[src/rtl/lvlm_pkg.sv]
package lvlm_pkg;

    typedef enum logic {
        LVLM_WINDOW = 1'b0,
        LVLM_LEAKY  = 1'b1
    } lvlm_mode_e;

    // Shift amounts selected by leak_sel_i codes 0..3.
    localparam int unsigned LVLM_K0 = 0;
    localparam int unsigned LVLM_K1 = 8;
    localparam int unsigned LVLM_K2 = 12;
    localparam int unsigned LVLM_K3 = 16;

endpackage

[src/rtl/lvlm_mag.sv]
// Magnitude of a two's complement sample, saturating the most negative code.
module lvlm_mag #(
    parameter int DW = 16
) (
    input  logic signed [DW-1:0] x_i,
    output logic        [DW-2:0] mag_o
);
    localparam logic signed [DW-1:0] MOST_NEG = {1'b1, {(DW-1){1'b0}}};

    logic signed [DW-1:0] neg;

    always_comb begin
        neg = -x_i;
        if (x_i == MOST_NEG) begin
            mag_o = {(DW-1){1'b1}};
        end else if (x_i[DW-1]) begin
            mag_o = neg[DW-2:0];
        end else begin
            mag_o = x_i[DW-2:0];
        end
    end
endmodule

[src/rtl/lvlm_leak_step.sv]
// One update of the shift-based recursive average.
module lvlm_leak_step #(
    parameter int AW = 32,
    parameter int DW = 16
) (
    input  logic [AW-1:0] y_i,
    input  logic [DW-2:0] mag_i,
    input  logic [1:0]    sel_i,
    output logic [AW-1:0] y_o
);
    import lvlm_pkg::*;

    localparam int FRAC = AW - DW;

    logic [AW-1:0] scaled;
    logic [AW-1:0] add_term;
    logic [AW-1:0] sub_term;

    always_comb begin
        scaled = AW'(mag_i) << FRAC;
        case (sel_i)
            2'd0: begin
                add_term = scaled >> LVLM_K0;
                sub_term = y_i >> LVLM_K0;
            end
            2'd1: begin
                add_term = scaled >> LVLM_K1;
                sub_term = y_i >> LVLM_K1;
            end
            2'd2: begin
                add_term = scaled >> LVLM_K2;
                sub_term = y_i >> LVLM_K2;
            end
            default: begin
                add_term = scaled >> LVLM_K3;
                sub_term = y_i >> LVLM_K3;
            end
        endcase
        y_o = (y_i - sub_term) + add_term;
    end
endmodule

[src/rtl/lvlm_win_ctr.sv]
// Counts accepted samples of a window and flags the last one.
module lvlm_win_ctr #(
    parameter int LW = 16
) (
    input  logic          clk,
    input  logic          rst_n,
    input  logic          restart_i,
    input  logic          step_i,
    input  logic [LW-1:0] win_len_i,
    output logic          last_o
);
    localparam int CW = LW + 1;

    logic [CW-1:0] cnt_q, cnt_d, cnt_eff, limit;

    always_comb begin
        cnt_eff = restart_i ? '0 : cnt_q;
        limit   = CW'(win_len_i) + CW'(1);
        last_o  = step_i && (cnt_eff >= limit);
        cnt_d   = cnt_eff;
        if (step_i) begin
            cnt_d = last_o ? '0 : cnt_eff + CW'(1);
        end
    end

    always_ff @(posedge clk) begin
        if (!rst_n) begin
            cnt_q <= '0;
        end else begin
            cnt_q <= cnt_d;
        end
    end
endmodule

[src/rtl/sig_level_meter.sv]
module sig_level_meter #(
    parameter int DW = 16,
    parameter int AW = 32,
    parameter int LW = 16
) (
    input  logic                 clk,
    input  logic                 rst_n,
    input  logic signed [DW-1:0] smp_i,
    input  logic                 smp_en_i,
    input  logic                 mode_i,
    input  logic [1:0]           leak_sel_i,
    input  logic [LW-1:0]        win_len_i,
    output logic [AW-1:0]        result_o,
    output logic                 result_vld_o
);
    import lvlm_pkg::*;

    typedef struct packed {
        logic [AW-1:0] acc;
        logic [AW-1:0] res;
        logic          vld;
        lvlm_mode_e    mode;
    } lvlm_state_t;

    lvlm_state_t s_q, s_d;

    logic [DW-2:0] mag;
    logic [AW-1:0] acc_base;
    logic [AW-1:0] y_nxt;
    logic [AW-1:0] win_sum;
    logic          restart;
    logic          win_step;
    logic          win_last;
    lvlm_mode_e    mode_in;

    lvlm_mag #(.DW(DW)) u_mag (
        .x_i   (smp_i),
        .mag_o (mag)
    );

    lvlm_leak_step #(.AW(AW), .DW(DW)) u_leak (
        .y_i   (acc_base),
        .mag_i (mag),
        .sel_i (leak_sel_i),
        .y_o   (y_nxt)
    );

    lvlm_win_ctr #(.LW(LW)) u_ctr (
        .clk       (clk),
        .rst_n     (rst_n),
        .restart_i (restart),
        .step_i    (win_step),
        .win_len_i (win_len_i),
        .last_o    (win_last)
    );

    always_comb begin
        mode_in  = lvlm_mode_e'(mode_i);
        restart  = (mode_in != s_q.mode);
        win_step = smp_en_i && (mode_in == LVLM_WINDOW);
        acc_base = restart ? '0 : s_q.acc;
        win_sum  = acc_base + AW'(mag);

        s_d      = s_q;
        s_d.vld  = 1'b0;
        s_d.mode = mode_in;
        s_d.acc  = acc_base;
        if (smp_en_i) begin
            if (mode_in == LVLM_WINDOW) begin
                if (win_last) begin
                    s_d.res = win_sum;
                    s_d.vld = 1'b1;
                    s_d.acc = '0;
                end else begin
                    s_d.acc = win_sum;
                end
            end else begin
                s_d.acc = y_nxt;
                s_d.res = y_nxt;
                s_d.vld = 1'b1;
            end
        end
    end

    always_ff @(posedge clk) begin
        if (!rst_n) begin
            s_q <= '{acc: '0, res: '0, vld: 1'b0, mode: LVLM_WINDOW};
        end else begin
            s_q <= s_d;
        end
    end

    assign result_o     = s_q.res;
    assign result_vld_o = s_q.vld;
endmodule

[config.mk]
export PLATFORM = sky130hd
export DESIGN_NAME = sig_level_meter
export DESIGN_NICKNAME = d
export VERILOG_FILES = /design/src/rtl/lvlm_pkg.sv /design/src/rtl/lvlm_mag.sv /design/src/rtl/lvlm_leak_step.sv /design/src/rtl/lvlm_win_ctr.sv /design/src/rtl/sig_level_meter.sv
export SDC_FILE = /design/constraint.sdc
export NUM_CORES = 1
export LEC_CHECK = 0
export ABC_AREA = 1
export CORE_MARGIN = 1.5
export CORE_UTILIZATION = 50
export DETAILED_ROUTE_END_ITERATION = 8
export GPL_TIMING_DRIVEN = 0
export PLACE_DENSITY = 0.7
export SLEW_MARGIN = 20
export SYNTH_ARGS = -nofsm -noshare
export SYNTH_HDL_FRONTEND = slang
export SYNTH_SLANG_ARGS = --single-unit
[constraint.sdc]
create_clock -name clk -period 8.1 [get_ports clk]
set_input_delay 1.62 -clock clk [delete_from_list [all_inputs] [get_ports clk]]
set_output_delay 1.62 -clock clk [all_outputs]
set_load 0.02 [all_outputs]
==> results of run 1 <==
[flip-flops by register name (all words and copies together), names as in the netlist]
name,cells
u_ctr.cnt_q,17
result_vld_o,1
s_q,33
result_o,32
[per-layer routing]
| metal | GRT usage | vias up |
|---|---|---|
| met3 | 0.0500 | 91 |
| met1 | 0.465 | 4887 |
| met2 | 0.580 | 503 |
| met4 | 0.123 | 0 |
| li1 | - | 5358 |
| met5 | 0 | - |
[per-stage QoR]
step	utilization	power [W]
floorplan	-	0.00117
global placement	0.570	0.00149
detailed placement	0.570	0.00149
CTS	0.588	0.00197
global route	0.588	0.00212
finish	0.588	0.00199
[area by class of cell]
| class | instances | share of cell area |
|---|---|---|
| multi-input cells | 1189 | 0.606 |
| clock buffers | 10 | 0.0215 |
| well taps | 260 | 0.0293 |
| repair buffers | 69 | 0.0622 |
| clock inverters | 4 | 0.00890 |
| inverters | 246 | 0.0833 |
| plain buffers | 80 | 0.0395 |
| flip-flops and latches | 83 | 0.150 |
[cell usage in the layout (no fill, tap or decap), types with 6 or more instances in the layout]
master,n
nand2_1,337
inv_1,229
nor2_1,196
a21oi_1,128
o21ai_0,125
dfxtp_1,83
nand3_1,82
clkdlybuf4s50_1,69
ha_1,66
clkbuf_1,35
xor2_1,34
buf_4,34
fa_1,25
o22ai_1,21
nor3_1,18
inv_2,15
nand4_1,14
a221oi_1,14
xnor2_1,12
nand2_2,11
buf_2,9
nor2_2,9
o21ai_1,9
clkbuf_16,9
a211oi_1,8
nor3_2,7
o211ai_1,6
[how the worst min path moves through the flow]
stage	start	end	slack, ns	depth (start not counted)
3_5_place_dp	result_o[7]$_SDFFE_PN0P_	result_o[7]$_SDFFE_PN0P_	0.46	2
2_1_floorplan	result_o[10]$_SDFFE_PN0P_	result_o[10]$_SDFFE_PN0P_	0.45	2
3_3_place_gp	result_o[7]$_SDFFE_PN0P_	result_o[7]$_SDFFE_PN0P_	0.46	2
6_report	result_o[11]$_SDFFE_PN0P_	result_o[11]$_SDFFE_PN0P_	0.47	2
4_1_cts	result_o[7]$_SDFFE_PN0P_	result_o[7]$_SDFFE_PN0P_	0.47	2
5_1_grt	result_o[11]$_SDFFE_PN0P_	result_o[11]$_SDFFE_PN0P_	0.49	2
[cell families after synthesis]
group,after synthesis,synth area share
AOI/OAI and AO/OA,351,0.204
xor gates and xnor gates,46,0.0413
adders and majority gates,91,0.136
buffers and inverters,326,0.140
DFF,83,0.170
and+or+nand+nor,701,0.309
[synth_stat cells (all sizes together), types with 2 or more instances]
cell	count	share of area
o21bai	4	0.0031
nor3b	2	0.0015
a21o	5	0.0038
clkbuf	35	0.013
a221oi	14	0.013
xnor2	12	0.011
or2	8	0.0054
o21ai	137	0.071
nand3	84	0.044
nand2	350	0.14
nor3	25	0.016
o22ai	21	0.013
dfxtp	83	0.17
nand4	14	0.0090
a21oi	129	0.067
o41ai	2	0.0018
nor4	7	0.0058
xor2	34	0.031
a31oi	4	0.0026
inv	245	0.094
ha	66	0.085
buf	45	0.032
o21a	5	0.0038
fa	25	0.051
nor2	208	0.085
o21ba	3	0.0031
a22oi	5	0.0038
a211oi	8	0.0062
o211ai	6	0.0046
o221ai	5	0.0045
[worst min-delay path: stages (launching register included)]
cell and delay, ns:
dfxtp_1 0.31, nand2_1 0.06, a21oi_1 0.05
[power groups by stage]
| stage | registers (W) | clock network [W] | logic [W] |
|---|---|---|---|
| after floorplan | 0.000460 | 0 | 0.000706 |
| after global placement | 0.000463 | 0 | 0.00102 |
| after detailed placement | 0.000463 | 0 | 0.00103 |
| after CTS | 0.000454 | 0.000480 | 0.00103 |
| after global routing | 0.000458 | 0.000494 | 0.00117 |
| final | 0.000455 | 0.000479 | 0.00106 |
==> flow_metrics.py, run 1 <==
metrics = {
    "place": {
        "place_ws_ns": 0.809,
        "dpl.hpwl_um": 28900,
        "place_congestion": 1.01,
        "place_area_sq_um": 10800,
        "portBuffers": 69,
        "dp.cells": 1927,
    },
    "drt": {
        "routed-via-count": 10839,
        "wl_per_cell_um": 18.2,
        "routed_via_density": 5.58,
        "dr_wl_met2_um": 15700,
        "drcViolationCount": 0,
        "met1_length_um": 15300,
        "dr.max_layer_used": "met4",
        "drt_iter0_drc": 1016,
        "route.met3.wl_um": 2970,
        "routed_wl_um": 35300,
        "firstDrtPassIters": 8,
        "drtAntennaViolNets": 0,
    },
    "sta": {
        "slew_headroom": 0.176,
        "whs_ns": 0.469,
        "finalSetupTns_ns": 0,
        "skew_ns": 0.00834,
        "period_share": 0.885,
        "finalMaxSlewViolations": 0,
        "rsz0062_at_grt": "false",
        "fmax_mhz": 139,
        "finalHoldViolCount": 0,
        "fin_ws_ns": 0.929,
        "fin_crit_ns": 7.17,
        "tightest_slew_ns": 1.22,
        "setup_viol": 0,
    },
    "layout": {
        "multiInputGateArea_sq_um": 6730,
        "final_area_sq_um": 11100,
        "nFillCells": 1962,
        "drive_above_1_share": 0.0726,
        "regArea_sq_um": 1660,
        "nNetsFinal": 1807,
        "n_antenna_cell": 0,
        "areaGrowthSynthToFinish_pct": 13.9,
        "finalNonFillerCells": 1941,
    },
    "synth": {
        "syn_inst": 1598,
        "syn_area_sq_um": 9760,
        "synth-seq-cells": 83,
        "syn-num-nets": 1727,
        "yosys.cell_types.count": 54,
        "async_flop_share": 0,
        "synth_edf_count": 0,
        "syn_avg_cell_area_sq_um": 6.11,
        "ys_warn_count": 0,
        "ys_seq_area_frac": 0.170,
        "synth_top_flop_cell": "dfxtp_1",
    },
    "global_routing": {
        "grt_max_degree": 14,
        "antenna_found_initial": 0,
        "grt_overflow": 0,
        "grt_pass1_wl_um": 54400,
        "grt_pass1_vias": 10048,
        "grt_util_all_layers": 0.351,
    },
    "clock_network": {
        "insertion_delay_ns": 0.35,
        "cts-buffers-inserted": 9,
        "cts_setup_buffers": 0,
        "clock_path_buffers": 2,
        "clock-sinks": 83,
        "post_cts_hold_buffer_count": 0,
        "cts_max_level": 3,
        "cts_tree": "yes",
        "cts_root_buffer": "clkbuf_16",
        "clkTransAtPathRegs_ns": 0.06,
        "post_cts_resized": 0,
    },
    "power_and_ir_drop": {
        "p_leak_nw": 5.22,
        "p_sw_w": 0.000896,
        "clockPowerShare": 0.241,
        "swShare": 0.450,
        "powerDensity_nw_per_um2": 179,
        "p_comb_frac": 0.531,
        "internal-power_w": 0.00109,
        "seq_power_share": 0.228,
        "ir_drop_mv": 0.102,
    },
    "critical_path": {
        "slowest_delay_ns": 0.58,
        "worstPathRequired_ns": 8.38,
        "path_depth": 27,
        "crit_fanout": 10,
        "critPathArrivalTime_ns": 7.45,
        "cp_top_family": "buffers and inverters",
        "endpoint_kind": "flip-flop",
        "endpoint": "s_q[60]$_SDFF_PN0_",
        "crit_start": "mode_i",
        "cpMaxStageDelayCell": "clkdlybuf4s50_1",
        "worst-r2r-cell-count": 25,
        "r2r_start": "s_q[0]$_SDFF_PN0_",
        "critical_path_class": "input pin to flip-flop",
        "worst-path-buf-inv": 7,
        "r2r_end": "s_q[60]$_SDFF_PN0_",
        "worst_setup_path_start_kind": "input pin",
        "r2r_slack_ns": 2.62,
        "crit_path_frequent_cell": "nand2_1",
    },
    "flow_run": {
        "maxCapViolCount": 0,
    },
    "run_status": {
        "outcome": "finished, final reports clean",
    },
    "worst_hold_path": {
        "min_path_type": "flip-flop to flip-flop",
    },
    "floorplan": {
        "initial_core_util": 0.516,
        "die_x_um": 143,
        "io_pins": 71,
        "rows": 50,
        "core-area_sq_um": 18900,
        "dieArea_sq_um": 20400,
        "die_y_um": 143,
    },
}
(Power assumes the default switching activity.)
==> inputs of run 2 (changes only) <==
Settings changed: SKIP_LAST_GASP from default to 1.
==> results of run 2 <==
No change in the layout: final DEF, timing and power equal those of run 1.
==> inputs of run 3 (changes only) <==
Settings changed: ABC_AREA 1 to default, SYNTH_HIERARCHICAL from default to 1, TNS_END_PERCENT from default to 100.
==> run 3 against run 2 <==
Against the previous run:
- synthesized area up 2.7%
- wire length down 4.2%
- worst setup slack worse by 0.13 ns
- clock skew up 0.0051 ns
- power up 18%
- first-iteration DRC count up 17%
- largest power group unchanged
- largest cell class unchanged
- count of clock-buffer cells in the layout unchanged
- register-to-register slack worse by 0.57 ns
==> flow_metrics.py, run 3 <==
metrics = {
    "critical_path": {
        "critical_path_class": "input pin to flip-flop",
        "endpoint_kind": "flip-flop",
        "cpMaxStageDelayCell": "fa_1",
        "critPathArrivalTime_ns": 7.55,
        "crit_path_frequent_cell": "nand2_1",
        "cp_top_family": "compound AO/OA/AOI/OAI gates",
        "slowest_delay_ns": 0.50,
        "worst-path-buf-inv": 4,
        "crit_fanout": 10,
        "cp_cell_sequence": "clkdlybuf4s50_1 -> inv_1 -> ha_1 -> or3b_2 -> clkbuf_1 -> nor4_4 -> nand2_1 -> buf_2 -> nand2_1 -> nand2_1 -> a21boi_0 -> fa_1 -> ha_1 -> a21oi_1 -> o211ai_1 -> and2_2 -> a31o_2 -> a41oi_1 -> nor2_1 -> o211ai_1 -> and3_1 -> o21ai_0 -> o311ai_1",
        "worstPathRequired_ns": 8.35,
        "worst_setup_path_start_kind": "input pin",
    },
    "place": {
        "dp.cells": 1638,
        "place_congestion": 1.00,
        "dpl.hpwl_um": 26700,
        "portBuffers": 67,
    },
    "worst_hold_path": {
        "min_path_type": "flip-flop to flip-flop",
    },
    "global_routing": {
        "antenna_found_initial": 0,
        "grt_max_degree": 16,
        "grt_pass1_vias": 9355,
        "grt_overflow": 0,
        "grt_pass1_wl_um": 52100,
        "grt_util_all_layers": 0.328,
    },
    "drt": {
        "routed_wl_um": 33800,
        "drt_iter0_drc": 1192,
        "firstDrtPassIters": 5,
        "routed_via_density": 6.23,
        "drtAntennaViolNets": 0,
        "drcViolationCount": 0,
        "wl_per_cell_um": 20.4,
        "routed-via-count": 10300,
    },
    "sta": {
        "tightest_slew_ns": 0.882,
        "setup_viol": 0,
        "period_share": 0.901,
        "slew_headroom": 0.410,
        "fin_crit_ns": 7.30,
        "finalSetupTns_ns": 0,
        "finalMaxSlewViolations": 0,
        "fmax_mhz": 137,
        "rsz0062_at_grt": "false",
        "skew_ns": 0.0134,
        "finalHoldViolCount": 0,
    },
    "synth": {
        "syn-num-nets": 1436,
        "yosysTopAreaCell": "dfxtp_1",
        "synth-seq-cells": 83,
        "synth_edf_count": 0,
        "ys_top_cells_by_area": "dfxtp_1 (17%), ha_1 (8.4%), nand2_1 (5.3%)",
        "post-synth-top-area-fraction": 0.166,
        "synth_top_flop_cell": "dfxtp_1",
        "syn_area_sq_um": 10000,
        "yosysMostFrequentCell": "nand2_1",
        "ys_top_cells_by_count": "nand2_1 (142), inv_1 (94), a21oi_1 (92), dfxtp_1 (83), nor2_1 (80)",
        "ys_seq_area_frac": 0.166,
        "yosys.cell_types.count": 102,
        "ys_warn_count": 6,
        "syn_inst": 1306,
        "syn_avg_cell_area_sq_um": 7.67,
        "async_flop_share": 0,
    },
    "flow_run": {
        "maxCapViolCount": 0,
    },
    "clock_network": {
        "post_cts_hold_buffer_count": 0,
        "cts_setup_buffers": 0,
        "insertion_delay_ns": 0.35,
        "cts-buffers-inserted": 9,
        "clkTransAtPathRegs_ns": 0.07,
        "cts_root_buffer": "clkbuf_16",
        "post_cts_resized": 0,
        "clock_path_buffers": 2,
        "clock-sinks": 83,
        "cts_tree": "yes",
        "cts_max_level": 3,
    },
    "layout": {
        "areaGrowthSynthToFinish_pct": 13.1,
        "final_common_cell": "nand2_1",
        "mostFrequentLayoutCells": "nand2_1 (142), inv_1 (94), a21oi_1 (92)",
        "largest_reg_flops": 33,
        "regMostFlops": "s_q",
        "n_antenna_cell": 0,
        "drive_above_1_share": 0.0979,
        "finalNonFillerCells": 1654,
        "nNetsFinal": 1514,
    },
    "floorplan": {
        "dieArea_sq_um": 20900,
        "io_pins": 71,
        "core-area_sq_um": 19600,
        "rows": 51,
        "die_x_um": 145,
        "die_y_um": 145,
        "initial_core_util": 0.512,
    },
    "power_and_ir_drop": {
        "ir_drop_mv": 0.121,
        "powerDensity_nw_per_um2": 207,
        "p_leak_nw": 4.71,
    },
    "run_status": {
        "outcome": "finished, final reports clean",
    },
}
-- run 3: changes by cell type in the layout (fill, tap and decap cells not counted), moves of 15 or more --
cell,delta
a31oi_1,+22
a21o_1,+15
and2_1,+19
nand3_1,-38
inv_1,-135
nand2_1,-195
a21oi_1,-36
xnor2_1,+39
mux4_2,+16
and3_1,+26
nor2_1,-116
o21ai_0,-50
nor2b_1,+19
-- run 3: kinds of logic (layout without fill, tap and decap cells) --
kind of cell / after synthesis / in the layout / share of synthesized area
AND/OR/NAND/NOR: 433 / 433 / 0.222
AO/OA/AOI/OAI: 369 / 369 / 0.248
buffers and inverters: 198 / 281 / 0.0884
XOR/XNOR: 94 / 94 / 0.0840
adder cells (fa/ha/maj): 92 / 92 / 0.134
flip-flops: 83 / 83 / 0.166
multiplexers: 37 / 37 / 0.0579
-- run 3: worst paths after layout --
path                            slack, ns                       end                startpoint  depth (start not counted)
worst max-delay path                 0.80        s_q[63]$_SDFF_PN0_                  smp_i[0]                         23
worst min register to register       0.52  result_o[3]$_SDFFE_PN0P_  result_o[3]$_SDFFE_PN0P_                          2
worst max register to register       2.05  result_o[8]$_SDFFE_PN0P_         s_q[0]$_SDFF_PN0_                         18
worst min-delay path                 0.52  result_o[3]$_SDFFE_PN0P_  result_o[3]$_SDFFE_PN0P_                          2
-- run 3: report_power, final --
group | switching, W | internal (W)
logic | 0.000862 | 0.000550
registers | 0.0000324 | 0.000458
clock network | 0.000187 | 0.000251
-- run 3: final cells by class --
type                       instances  area (sq um)
multi-input combinational       1025          7470
buffer                           101           522
sequential                        83          1660
clock inverter                     6          71.3
clock buffer                      10           239
timing repair buffer              67           671
fill                            1884          8260
inverter                          97           364
tap                              265           332
-- run 3: metal layers --
metal | vias to the layer above | wire [um] | GRT usage | share of wire
li1 | 4809 | - | - | -
met1 | 4835 | 14500 | 0.451 | 0.43
met2 | 574 | 14700 | 0.513 | 0.43
met3 | 82 | 3240 | 0.0553 | 0.096
met4 | 0 | 1370 | 0.127 | 0.041
met5 | - | 0 | 0 | 0
-- run 3: worst min-delay path, cell delays in order (launching register included) --
cell and delay (ns):
dfxtp_1 0.33, o21ai_0 0.08, nor2_1 0.08
-- run 3: per-stage QoR --
| stage | util | power (W) | hold WS (ns) | instance area (sq um) | setup WS [ns] |
|---|---|---|---|---|---|
| global placement | 0.563 | 0.00186 | 0.499 | 11000 | 0.637 |
| CTS | 0.579 | 0.00231 | 0.522 | 11300 | 0.934 |
| global route | 0.579 | 0.00248 | 0.563 | 11300 | 0.484 |
| detailed placement | 0.563 | 0.00187 | 0.498 | 11000 | 0.587 |
| finish | 0.579 | 0.00234 | 0.519 | 11300 | 0.803 |
| floorplan | - | 0.00148 | 0.451 | 10000 | 2.00 |
